File: src/rtl/irq_nest_pkg.sv
package irq_nest_pkg;
  localparam int NUM_SRC = 6;
  localparam int NUM_EXT = 2;
  localparam int NUM_TMR = 2;
  localparam int IDX_W   = $clog2(NUM_SRC);
  localparam int NUM_LVL = 2;

  // source slots; the order is the polling order
  localparam logic [IDX_W-1:0] IX_EXT0 = IDX_W'(0);
  localparam logic [IDX_W-1:0] IX_TMR0 = IDX_W'(1);
  localparam logic [IDX_W-1:0] IX_EXT1 = IDX_W'(2);
  localparam logic [IDX_W-1:0] IX_TMR1 = IDX_W'(3);
  localparam logic [IDX_W-1:0] IX_SER  = IDX_W'(4);
  localparam logic [IDX_W-1:0] IX_T2   = IDX_W'(5);
endpackage

File: src/rtl/irq_ext_sense.sv
module irq_ext_sense #(
  parameter int N = 2
) (
  input  logic         clk,
  input  logic         rst_n,
  input  logic         tick,
  input  logic [N-1:0] pin_n,
  input  logic [N-1:0] edge_sel,
  input  logic [N-1:0] clr,
  output logic [N-1:0] req
);
  for (genvar g = 0; g < N; g++) begin : g_pin
    logic smp_q;
    logic eflag_q;
    logic fall;

    // one sample high, the next sample low
    assign fall = tick & smp_q & ~pin_n[g];

    always_ff @(posedge clk or negedge rst_n) begin
      if (!rst_n) begin
        smp_q <= 1'b1;
      end else if (tick) begin
        smp_q <= pin_n[g];
      end
    end

    always_ff @(posedge clk or negedge rst_n) begin
      if (!rst_n) begin
        eflag_q <= 1'b0;
      end else if (!edge_sel[g]) begin
        eflag_q <= 1'b0;
      end else if (fall) begin
        eflag_q <= 1'b1;
      end else if (clr[g]) begin
        eflag_q <= 1'b0;
      end
    end

    assign req[g] = edge_sel[g] ? eflag_q : ~smp_q;
  end
endmodule

File: src/rtl/irq_tmr_flags.sv
module irq_tmr_flags #(
  parameter int N = 2
) (
  input  logic         clk,
  input  logic         rst_n,
  input  logic [N-1:0] set,
  input  logic [N-1:0] clr,
  output logic [N-1:0] flag
);
  for (genvar g = 0; g < N; g++) begin : g_flag
    logic f_q;
    always_ff @(posedge clk or negedge rst_n) begin
      if (!rst_n) begin
        f_q <= 1'b0;
      end else if (set[g]) begin
        f_q <= 1'b1;
      end else if (clr[g]) begin
        f_q <= 1'b0;
      end
    end
    assign flag[g] = f_q;
  end
endmodule

File: src/rtl/irq_pick.sv
module irq_pick #(
  parameter int N     = 6,
  parameter int IDX_W = 3
) (
  input  logic [N-1:0]     req,
  input  logic [N-1:0]     hi,
  input  logic [1:0]       busy,
  output logic             found,
  output logic [IDX_W-1:0] idx,
  output logic             lvl
);
  logic [N-1:0]     elig_hi;
  logic [N-1:0]     elig_lo;
  logic             hi_open;
  logic             lo_open;
  logic             hi_hit;
  logic             lo_hit;
  logic [IDX_W-1:0] hi_idx;
  logic [IDX_W-1:0] lo_idx;

  assign hi_open = ~busy[1];
  assign lo_open = ~busy[1] & ~busy[0];
  assign elig_hi = req & hi & {N{hi_open}};
  assign elig_lo = req & ~hi & {N{lo_open}};

  // scan downward so the lowest slot is written last and wins
  always_comb begin
    hi_hit = 1'b0;
    lo_hit = 1'b0;
    hi_idx = '0;
    lo_idx = '0;
    for (int i = N - 1; i >= 0; i--) begin
      if (elig_hi[i]) begin
        hi_hit = 1'b1;
        hi_idx = IDX_W'(i);
      end
      if (elig_lo[i]) begin
        lo_hit = 1'b1;
        lo_idx = IDX_W'(i);
      end
    end
  end

  assign found = hi_hit | lo_hit;
  assign idx   = hi_hit ? hi_idx : lo_idx;
  assign lvl   = hi_hit;
endmodule

File: src/rtl/irq_level_track.sv
module irq_level_track #(
  parameter int NUM_LVL = 2
) (
  input  logic               clk,
  input  logic               rst_n,
  input  logic               take,
  input  logic               take_lvl,
  input  logic               ret_pulse,
  output logic [NUM_LVL-1:0] busy
);
  logic [NUM_LVL-1:0] busy_q;
  logic [NUM_LVL-1:0] busy_d;

  always_comb begin
    busy_d = busy_q;
    if (ret_pulse) begin
      // unwind the topmost active level
      if (busy_q[1]) busy_d[1] = 1'b0;
      else           busy_d[0] = 1'b0;
    end
    if (take) busy_d[take_lvl] = 1'b1;
  end

  always_ff @(posedge clk or negedge rst_n) begin
    if (!rst_n) busy_q <= '0;
    else        busy_q <= busy_d;
  end

  assign busy = busy_q;
endmodule

File: src/rtl/irq_nest_ctrl.sv
module irq_nest_ctrl
  import irq_nest_pkg::*;
#(
  parameter int VEC_W    = 16,
  parameter int VEC_BASE = 3,
  parameter int VEC_STEP = 8
) (
  input  logic                 clk,
  input  logic                 rst_n,
  input  logic                 tick,
  input  logic [NUM_EXT-1:0]   ext_n,
  input  logic [NUM_EXT-1:0]   ext_edge,
  input  logic [NUM_TMR-1:0]   tmr_ovf,
  input  logic [1:0]           ser_flag,
  input  logic [1:0]           t2_flag,
  input  logic                 glb_en,
  input  logic [NUM_SRC-1:0]   src_en,
  input  logic [NUM_SRC-1:0]   src_hi,
  input  logic                 ret_pulse,
  output logic                 irq_valid,
  input  logic                 irq_ready,
  output logic [VEC_W-1:0]     irq_vector,
  output logic                 irq_level,
  output logic [NUM_LVL-1:0]   act_lvl
);
  localparam logic [VEC_W-1:0] BASE_V = VEC_W'(VEC_BASE);
  localparam logic [VEC_W-1:0] STEP_V = VEC_W'(VEC_STEP);

  logic [NUM_EXT-1:0] ext_req;
  logic [NUM_EXT-1:0] ext_clr;
  logic [NUM_TMR-1:0] tmr_flag;
  logic [NUM_TMR-1:0] tmr_clr;
  logic [NUM_SRC-1:0] raw_req;
  logic [NUM_SRC-1:0] gated_req;
  logic [NUM_LVL-1:0] busy;
  logic               win_found;
  logic [IDX_W-1:0]   win_idx;
  logic               win_lvl;
  logic               offer_q;
  logic [IDX_W-1:0]   offer_idx_q;
  logic               offer_lvl_q;
  logic               take;

  assign take = offer_q & irq_ready;

  // hardware clears for the flags this block owns
  assign ext_clr = {take & (offer_idx_q == IX_EXT1), take & (offer_idx_q == IX_EXT0)};
  assign tmr_clr = {take & (offer_idx_q == IX_TMR1), take & (offer_idx_q == IX_TMR0)};

  irq_ext_sense #(.N(NUM_EXT)) u_ext (
    .clk      (clk),
    .rst_n    (rst_n),
    .tick     (tick),
    .pin_n    (ext_n),
    .edge_sel (ext_edge),
    .clr      (ext_clr),
    .req      (ext_req)
  );

  irq_tmr_flags #(.N(NUM_TMR)) u_tmr (
    .clk   (clk),
    .rst_n (rst_n),
    .set   (tmr_ovf),
    .clr   (tmr_clr),
    .flag  (tmr_flag)
  );

  always_comb begin
    raw_req          = '0;
    raw_req[IX_EXT0] = ext_req[0];
    raw_req[IX_TMR0] = tmr_flag[0];
    raw_req[IX_EXT1] = ext_req[1];
    raw_req[IX_TMR1] = tmr_flag[1];
    raw_req[IX_SER]  = |ser_flag;
    raw_req[IX_T2]   = |t2_flag;
  end

  assign gated_req = raw_req & src_en & {NUM_SRC{glb_en}};

  irq_pick #(.N(NUM_SRC), .IDX_W(IDX_W)) u_pick (
    .req   (gated_req),
    .hi    (src_hi),
    .busy  (busy),
    .found (win_found),
    .idx   (win_idx),
    .lvl   (win_lvl)
  );

  irq_level_track #(.NUM_LVL(NUM_LVL)) u_lvl (
    .clk       (clk),
    .rst_n     (rst_n),
    .take      (take),
    .take_lvl  (offer_lvl_q),
    .ret_pulse (ret_pulse),
    .busy      (busy)
  );

  // offer register: loaded only when empty, held until taken
  always_ff @(posedge clk or negedge rst_n) begin
    if (!rst_n) begin
      offer_q     <= 1'b0;
      offer_idx_q <= '0;
      offer_lvl_q <= 1'b0;
    end else if (offer_q) begin
      if (irq_ready) offer_q <= 1'b0;
    end else if (win_found) begin
      offer_q     <= 1'b1;
      offer_idx_q <= win_idx;
      offer_lvl_q <= win_lvl;
    end
  end

  assign irq_valid  = offer_q;
  assign irq_level  = offer_lvl_q;
  assign irq_vector = BASE_V + STEP_V * VEC_W'(offer_idx_q);
  assign act_lvl    = busy;
endmodule

File: config.mk
export PLATFORM = sky130hd
export DESIGN_NAME = irq_nest_ctrl
export DESIGN_NICKNAME = d
export VERILOG_FILES = /design/src/rtl/irq_nest_pkg.sv /design/src/rtl/irq_ext_sense.sv /design/src/rtl/irq_tmr_flags.sv /design/src/rtl/irq_pick.sv /design/src/rtl/irq_level_track.sv /design/src/rtl/irq_nest_ctrl.sv
export SDC_FILE = /design/constraint.sdc
export NUM_CORES = 1
export LEC_CHECK = 0
export ABC_AREA = 1
export BUFFER_PORTS_ARGS = -buffer_cell sky130_fd_sc_hd__buf_2
export CAP_MARGIN = 30
export CORE_MARGIN = 2
export CORE_UTILIZATION = 35
export DETAILED_ROUTE_END_ITERATION = 10
export MAX_ROUTING_LAYER = met4
export PLACE_DENSITY = 0.72
export SLEW_MARGIN = 5
export SYNTH_ARGS = -nofsm -noshare
export SYNTH_HDL_FRONTEND = slang
export SYNTH_HIERARCHICAL = 1
export SYNTH_SLANG_ARGS = --single-unit
export TNS_END_PERCENT = 20
File: constraint.sdc
create_clock -name clk -period 2.09 [get_ports clk]
set_clock_uncertainty 0.05 [all_clocks]
set_input_delay 0.1045 -clock clk [delete_from_list [all_inputs] [get_ports clk]]
set_output_delay 0.1045 -clock clk [all_outputs]
set_load 0.03 [all_outputs]
==> out/metrics.cfg, run 1 <==
[clock_network]
cts_sinks=13
clock_latency_ns=0.28
cts_max_path_buffers=2
clkTransAtPathRegs_ns=0.08
h-tree-depth=1
cts_buffers=3
root_buffer=clkbuf_4
cts_tree=built

[global_routing]
grt.overflow.total=0
grt_pass1_wl_um=3660
first_global_vias=877
antenna_found_initial=0
grt_max_degree=14
grt_use_total_pct=13.9

[logic_synthesis]
ys_ff_latch=13
synth.yosys.seq_area_share_pct=30.0
synthCells=166
yosys_warnings=6
syn_area_mm2=0.00109
avgSynthCellArea_um2=6.57
ys_types=23

[floorplanning]
core_mm2=0.00300
num_rows=20
die_y_um=59.8
start_util_pct=36.3
io_pins=48
fp.dieArea_mm2=0.00358
die_w_um=59.8

[pwr]
pwr-share-comb_pct=50.4
netSwitchingPower_uw=583
leakage_uw=0.000769
switching_share_pct=49.8
clockPowerShare_pct=13.4
seqPwrFrac_pct=36.3
powerDensity_mw_per_mm2=904
ir_drop_mv=0.452
p_int_uw=589

[placed_design]
port_buffers=34
hpwl_um=1800
place.gp.congestion=0.846
place_inst=228

[timing]
hold_viol=0
fin_setup_tns_ns=0
clock.fmax_mhz=539
setup_viol=0
period_minus_slack_ns=1.86
holdWs_ns=0.00754
fin_crit_sh_pct=88.8
rsz0062_at_grt=no
slew_violations=0

[detailed_routing]
first_pass_iters=4
postRouteAntennaNets=0
wirelength_um=2140
wire_per_inst_um=9.04
vias=1021
vias_per_cell=4.31
drc_errors=0
first_iter_violations=18

[worst_setup_path]
cp-end-kind=flop
r2r_setup_slack_ns=0.23
cp_slowest_cell=dfstp_2
cp_cell_sequence=o21ai_0, and3_1, nand2_1, nor2_2, nor2_2, nand3_2, nor2_1, nand2_1, nand3_1, nand2_1
worstPathMaxFanout=5
arrival_ns=1.97
worstPathRequired_ns=2.21
crit_type=flop to flop
crit_top_cell=nand2_1
cp-start-kind=flop
max_stage_delay_ns=0.54

[final_layout]
area_delta_synth_final_pct=18.8
ff_latch_area_um2=328
fillCellCount=335
final_cells=237
drive_above_1_share_pct=29.9
multi_input_area_um2=587
antenna_cells=0
nNetsFinal=233

[hold_path]
hold_path.class=input port to flop

[job]
max_cap_violations=0

[run_status]
outcome=complete, no violations

==> timing repair <==
item / 4_1_cts / 5_1_grt
endpoints found under the hold margin: 17 / 0
resized for setup: 0 / 0
setup buffers: 0 / 0
hold buffers: 5 / 0
==> flip-flops by register name, summed over array words and instances (netlist names) <==
signal               count
offer_idx_q              3
u_ext/g_pin.eflag_q      2
u_ext/g_pin.smp_q        2
u_lvl/busy               2
u_tmr/g_flag.f_q         2
irq_level                1
irq_valid                1
==> per-stage QoR <==
step / area [µm²] / util [%] / setup WS (ns) / power, µW
2_1_floorplan: 1130 / - / 0.418 / 892
3_3_place_gp: 1220 / 40.6 / 0.308 / 1020
3_5_place_dp: 1220 / 40.6 / 0.262 / 1020
4_1_cts: 1300 / 43.2 / 0.240 / 1190
5_1_grt: 1300 / 43.2 / 0.0417 / 1270
6_report: 1300 / 43.2 / 0.235 / 1170
==> Yosys cell counts <==
library cell / n / area, µm²
nand3_1: 8 / 40.0
o21ai_2: 1 / 8.76
dfstp_2: 2 / 52.6
a21oi_1: 1 / 5.00
nand2_2: 3 / 18.8
buf_4: 15 / 113
inv_1: 22 / 82.6
nor2_8: 1 / 20.0
and3_1: 4 / 25.0
nand3_2: 3 / 30.0
nor2_4: 1 / 11.3
nand3b_1: 2 / 15.0
nand2_4: 1 / 11.3
conb_1: 2 / 7.51
o21a_1: 1 / 7.51
buf_6: 1 / 11.3
nor2_2: 9 / 56.3
o21ai_1: 2 / 10.0
nand2_1: 50 / 188
inv_2: 3 / 11.3
o21ai_0: 4 / 20.0
dfrtp_1: 11 / 275
nor2_1: 19 / 71.3
==> cells by family (layout without fill, tap and decap cells) <==
kind of cell	count (synthesis)	after routing	synth area share [%]
buffers and inverters	41	68	20.0
and+or+nand+nor	101	101	44.6
AOI/OAI and AO/OA	9	9	4.70
DFF	13	13	30.0
other	2	13	0.688
==> path summary, 6_finish.rpt <==
kind,from,end,depth (start not counted)
max,u_ext/g_pin[1].smp_q,offer_idx_q[2],10
min,ext_n[1],u_ext/g_pin[1].smp_q,3
max reg2reg,u_ext/g_pin[1].smp_q,offer_idx_q[2],10
min reg2reg,u_tmr/g_flag[1].f_q,u_tmr/g_flag[1].f_q,2
max in group asynchronous,rst_n,u_ext/g_pin[0].smp_q,2
min in group asynchronous,rst_n,u_ext/g_pin[0].eflag_q,2
==> worst max-delay path, delay by kind of cell (launching register included) <==
kind | cells | cell delay, ns
AOI/OAI and AO/OA | 1 | 0.06
DFF | 1 | 0.54
and+or+nand+nor | 9 | 1.08
==> cell usage in the layout, fill, tap and decap left out, drive strengths merged <==
| cell | Yosys | layout |
|---|---|---|
| nand2 | 54 | 54 |
| nor2 | 30 | 30 |
| nand3 | 11 | 11 |
| and3 | 4 | 4 |
| clkbuf | 0 | 4 |
| o21ai | 7 | 7 |
| dlygate4sd3 | 0 | 5 |
| nand3b | 2 | 2 |
| conb | 2 | 13 |
| a21oi | 1 | 1 |
| dfstp | 2 | 2 |
| dfrtp | 11 | 11 |
| o21a | 1 | 1 |
| inv | 25 | 25 |
| buf | 16 | 34 |
==> routing by layer <==
layer	track usage, %	routed length [µm]	vias up
met1	17.7	1050	440
met4	7.62	42	0
met5	-	0	-
li1	-	-	547
met3	2.16	113	4
met2	20.8	934	30
==> area by class of cell <==
type	count	area share, %
multi-input combinational	123	45.3
sequential	13	25.3
timing repair buffer	39	17.0
inverter	25	7.24
tap	33	3.19
clock buffer	4	2.03
==> power by group through the flow <==
stage	Sequential [µW]	Clock (µW)	Combinational [µW]
floorplan	520	0	373
global placement	435	0	582
detailed placement	430	0	587
CTS	428	163	597
global route	440	177	650
finish	425	157	590
(Power assumes the default switching activity.)
==> inputs of run 2 (changes only) <==
--- a/config.mk
+++ b/config.mk
@@ -6,7 +6,7 @@
 export NUM_CORES = 1
 export LEC_CHECK = 0
 export ABC_AREA = 1
-export BUFFER_PORTS_ARGS = -buffer_cell sky130_fd_sc_hd__buf_2
+export BUFFER_PORTS_ARGS = -buffer_cell sky130_fd_sc_hd__buf_4
 export CAP_MARGIN = 30
 export CORE_MARGIN = 2
 export CORE_UTILIZATION = 35
==> run 2 against run 1 <==
Compared with the run above:
- the run now ends with hold timing left
- sequential cell count unchanged
- final cell count increased by 0.84%
- power increased by 6.0%
- combinational power increased by 12%
- die area unchanged
- sequential share of layout area decreased by 1.9 points
- via count decreased by 0.69%
- core utilization increased by 3.4 points
- setup slack improved by 0.0061 ns
- critical path depth unchanged
- largest cell class unchanged
- highest routed layer unchanged
==> out/metrics.cfg, run 2 (synthesized netlist as in run 1, its figures left out) <==
[run_status]
outcome=complete, but fails checks
violations=hold timing

[pwr]
power.total_uw=1240
powerDensity_mw_per_mm2=888
leakage_uw=0.000804
ir_drop_mv=0.557

[final_layout]
antenna_cells=0
ff_latch_area_um2=328
final_common_cell=nand2_1
drive_above_1_share_pct=30.1
multi_input_area_um2=587
largest_reg_flops=3
area_delta_synth_final_pct=28.2
fillCellCount=319
stdcell_area_mm2=0.00140
final_cell_mix=nand2_1 (50), buf_4 (35), inv_1 (22)
top_register=offer_idx_q
final_cells=239
nNetsFinal=235

[floorplanning]
io_pins=48
fp.dieArea_mm2=0.00358
start_util_pct=36.3
die_y_um=59.8
num_rows=20
die_w_um=59.8
core_mm2=0.00300

[hold_path]
hold_path.class=input port to flop

[global_routing]
grt_use_total_pct=14.6
antenna_found_initial=0
first_global_vias=898
grt_max_degree=14
grt_pass1_wl_um=3810
grt.overflow.total=0

[worst_setup_path]
worstPathRequired_ns=2.22
cp-end-kind=flop
path_buf_inv=0
worstPathMaxFanout=5
max_stage_delay_ns=0.55
crit_top_cell=nand2_1
cp-start-kind=flop
crit_type=flop to flop
arrival_ns=1.97
cp_cell_sequence=o21ai_0, and3_1, nand2_1, nor2_2, nor2_2, nand3_2, nor2_1, nand2_1, nand3_1, nand2_1
path_delay_family=simple AND/OR/NAND/NOR gates
cp_slowest_cell=dfstp_2

[timing]
clock.fmax_mhz=541
setup_viol=0
holdWs_ns=-0.00219
fin_setup_tns_ns=0
slew_violations=0
rsz0062_at_grt=no
hold_viol=1
fin_crit_sh_pct=88.5
period_minus_slack_ns=1.85

[clock_network]
postCtsSetupBuffers=0
clock_latency_ns=0.28
cts_tree=built
root_buffer=clkbuf_4
clkTransAtPathRegs_ns=0.08
cts_max_path_buffers=2
h-tree-depth=1
cts_buffers=3
cts_sinks=13

[placed_design]
place_inst=229
hpwl_um=1820
placed_cell_area_mm2=0.00131
port_buffers=34
place.gp.congestion=0.844

[job]
max_cap_violations=0

[detailed_routing]
wire_per_inst_um=9.75
wirelength_um=2330
first_iter_violations=31
vias_per_cell=4.24
first_pass_iters=4
drc_errors=0
vias=1014
postRouteAntennaNets=0

-- run 2: worst reg2reg max path: cells and delay by family, from the launching register on --
kind | cells | cell delay [ns]
AOI/OAI and AO/OA | 1 | 0.08
DFF | 1 | 0.55
and+or+nand+nor | 9 | 1.07
-- run 2: power by group --
part           total (µW)  internal, µW  leakage (µW)  switching [µW]
registers             419           325      0.000156            93.4
logic                 663           246      0.000633             417
clock network         161          74.2     0.0000150            86.5
total                1240           645      0.000804             597
-- run 2: per-layer routing --
| layer | share of wire (%) | routed length (µm) | vias up | global-route usage [%] |
|---|---|---|---|---|
| met2 | 43 | 997 | 30 | 21.3 |
| met3 | 6.1 | 142 | 5 | 2.16 |
| met5 | 0 | 0 | - | - |
| li1 | - | - | 551 | - |
| met1 | 49 | 1140 | 428 | 19.3 |
| met4 | 2.0 | 46 | 0 | 7.62 |
-- run 2: timing repair --
item / in CTS / in global routing
gates resized for setup: 0 / 0
hold buffers: 5 / 1
hold endpoints to repair: 17 / 1
endpoints found under the setup margin: 0 / 0
-- run 2: worst paths after layout --
kind / startpoint / end / slack, ns / depth (start not counted)
setup / recovery: u_ext/g_pin[1].smp_q / offer_idx_q[0] / 0.24 / 10
hold reg to reg: u_tmr/g_flag[0].f_q / u_tmr/g_flag[0].f_q / 0.43 / 2
min in group asynchronous: rst_n / u_ext/g_pin[1].eflag_q / 0.15 / 2
max in group asynchronous: rst_n / u_ext/g_pin[0].smp_q / 1.61 / 2
hold / removal: ext_n[0] / u_ext/g_pin[0].smp_q / -0.002 / 3
setup reg to reg: u_ext/g_pin[1].smp_q / offer_idx_q[0] / 0.24 / 10
-- run 2: final cells by class --
type,count,share of cell area (%)
multi-input cells,123,41.9
repair buffers,41,23.1
well taps,33,2.95
clock buffers,4,1.88
inverters,25,6.71
flip-flops and latches,13,23.4
-- run 2: metrics by stage --
stage	utilization [%]	setup WS, ns	hold WS [ns]
after floorplan	-	0.418	-0.241
after global placement	43.7	0.331	-0.0927
after detailed placement	43.7	0.274	-0.0899
after CTS	46.3	0.242	0.0000344
after global routing	46.6	0.0499	0.0310
final	46.6	0.241	-0.00219
==> inputs of run 3 (changes only) <==
--- a/config.mk
+++ b/config.mk
@@ -12,7 +12,7 @@
 export CORE_UTILIZATION = 35
 export DETAILED_ROUTE_END_ITERATION = 10
 export MAX_ROUTING_LAYER = met4
-export PLACE_DENSITY = 0.72
+export PLACE_DENSITY = 0.74
 export SLEW_MARGIN = 5
 export SYNTH_ARGS = -nofsm -noshare
 export SYNTH_HDL_FRONTEND = slang
==> run 3 against run 2 <==
Compared with the run above:
- the run now ends clean
- die area is the same
- non-clock buffer count down 1
- sequential cell count stayed put
- final cell count shrank 0.42%
- sequential power rose by 1%
- final area is 0.72% lower
- fmax rose by 1.0%
- first-iteration DRC count is 16% lower
- critical path type unchanged
- core utilization down 0.33 points
- global-route usage fell by 0.54 points
- sequential share of layout area grew 0.17 points
==> out/metrics.cfg, run 3 (synthesized netlist as in run 1, its figures left out) <==
[detailed_routing]
wirelength_um=2270
vias=1037
first_iter_violations=26
postRouteAntennaNets=0
wire_per_inst_um=9.54
drc_errors=0
first_pass_iters=4
vias_per_cell=4.36

[clock_network]
cts_sinks=13
cts_max_path_buffers=2
cts_buffers=3
cts_tree=built
h-tree-depth=1
root_buffer=clkbuf_4
clkTransAtPathRegs_ns=0.08
clock_latency_ns=0.27
postCtsSetupBuffers=0

[hold_path]
min_path_cells=3
hold_path.class=input port to flop

[final_layout]
largest_reg_flops=3
top_register=offer_idx_q
final_cell_mix=nand2_1 (50), buf_4 (35), inv_1 (22)
nNetsFinal=234
multi_input_area_um2=587
drive_above_1_share_pct=30.2
ff_latch_area_um2=328
final_common_cell=nand2_1
antenna_cells=0
fillCellCount=327
area_delta_synth_final_pct=27.3

[worst_setup_path]
cp.depth=10
path_delay_family=simple AND/OR/NAND/NOR gates
rr_worst_depth=10
arrival_ns=1.94
cp_cell_sequence=o21ai_0, and3_1, nand2_1, nor2_2, nor2_2, nand3_2, nor2_1, nand2_1, nand3_1, nand2_1
worstPathMaxFanout=5
cp-start-kind=flop
crit_type=flop to flop
max_stage_delay_ns=0.54
cp-end-kind=flop
crit_top_cell=nand2_1
cp_slowest_cell=dfstp_2
path_buf_inv=0
worstPathRequired_ns=2.20

[floorplanning]
fp.dieArea_mm2=0.00358
start_util_pct=36.3
core_mm2=0.00300
die_y_um=59.8
num_rows=20
die_w_um=59.8
io_pins=48

[pwr]
ir_drop_mv=0.520
pwr-share-comb_pct=53.2
clockPowerShare_pct=12.4
p_int_uw=643
power.total_uw=1230
switching_share_pct=47.9
leakage_uw=0.000800
netSwitchingPower_uw=591
seqPwrFrac_pct=34.4
powerDensity_mw_per_mm2=888

[run_status]
outcome=complete, no violations

[global_routing]
antenna_found_initial=0
grt_use_total_pct=14.0
first_global_vias=841
grt_pass1_wl_um=3660
grt_max_degree=14
grt.overflow.total=0

[placed_design]
place.gp.congestion=0.838
hpwl_um=1860
port_buffers=34

[timing]
setup_viol=0
fin_crit_sh_pct=87.6
rsz0062_at_grt=no
hold_viol=0
clock.fmax_mhz=546
slew_violations=0
fin_setup_tns_ns=0
period_minus_slack_ns=1.83

[job]
max_cap_violations=0

[run 3: cell count changes in the layout (fill, tap and decap cells not counted)]
cell           before  now
dlygate4sd3_1       6    5
[run 3: repair_timing]
| action | in CTS | in global routing |
|---|---|---|
| hold buffers | 5 | 0 |
| endpoints found under the setup margin | 0 | 0 |
| gates resized for setup | 0 | 0 |
| endpoints found under the hold margin | 17 | 0 |
[run 3: power by group through the flow]
stage	Clock, µW	Sequential, µW	Combinational, µW
2_1_floorplan	0	520	373
3_3_place_gp	0	431	645
3_5_place_dp	0	429	651
4_1_cts	158	425	662
5_1_grt	173	444	724
6_report	153	425	656
[run 3: through the flow]
| stage | hold WS, ns | utilization, % | std cells | setup slack, ns | area (µm²) |
|---|---|---|---|---|---|
| 4_1_cts | 0.00500 | 46.3 | 238 | 0.253 | 1390 |
| 3_5_place_dp | -0.0876 | 43.7 | 229 | 0.274 | 1310 |
| 3_3_place_gp | -0.0948 | 43.7 | 229 | 0.326 | 1310 |
| 6_report | 0.00993 | 46.3 | 238 | 0.259 | 1390 |
| 5_1_grt | 0.0167 | 46.3 | 238 | 0.0688 | 1390 |
| 2_1_floorplan | -0.241 | - | 177 | 0.418 | 1130 |
[run 3: area by class of cell]
cell class,instances,area share (%)
Timing Repair Buffer,40,22.5
Clock buffer,4,1.89
Inverter,25,6.76
Tap cell,33,2.97
Multi-Input combinational cell,123,42.3
Sequential cell,13,23.6
[run 3: final timing paths]
path | start | end | slack, ns
setup reg to reg | u_ext/g_pin[1].smp_q | offer_idx_q[2] | 0.26
setup / recovery | u_ext/g_pin[1].smp_q | offer_idx_q[2] | 0.26
hold reg to reg | u_tmr/g_flag[1].f_q | u_tmr/g_flag[1].f_q | 0.43
hold / removal | ext_n[0] | u_ext/g_pin[0].smp_q | 0.01
min in group asynchronous | rst_n | u_ext/g_pin[1].eflag_q | 0.16
max in group asynchronous | rst_n | u_ext/g_pin[1].smp_q | 1.59
[run 3: worst min-delay path: stages]
cell	delay [ns]
buf_4	0.08
nor2_2	0.03
nor2_1	0.08
[run 3: metal layers]
metal	up-vias	share of wire, %	global-route usage [%]	wire length, µm
met3	2	6.7	3.25	152
met1	455	48	18.0	1090
li1	549	-	-	-
met4	0	0.70	5.71	16
met5	-	0	-	0
met2	31	45	21.1	1010
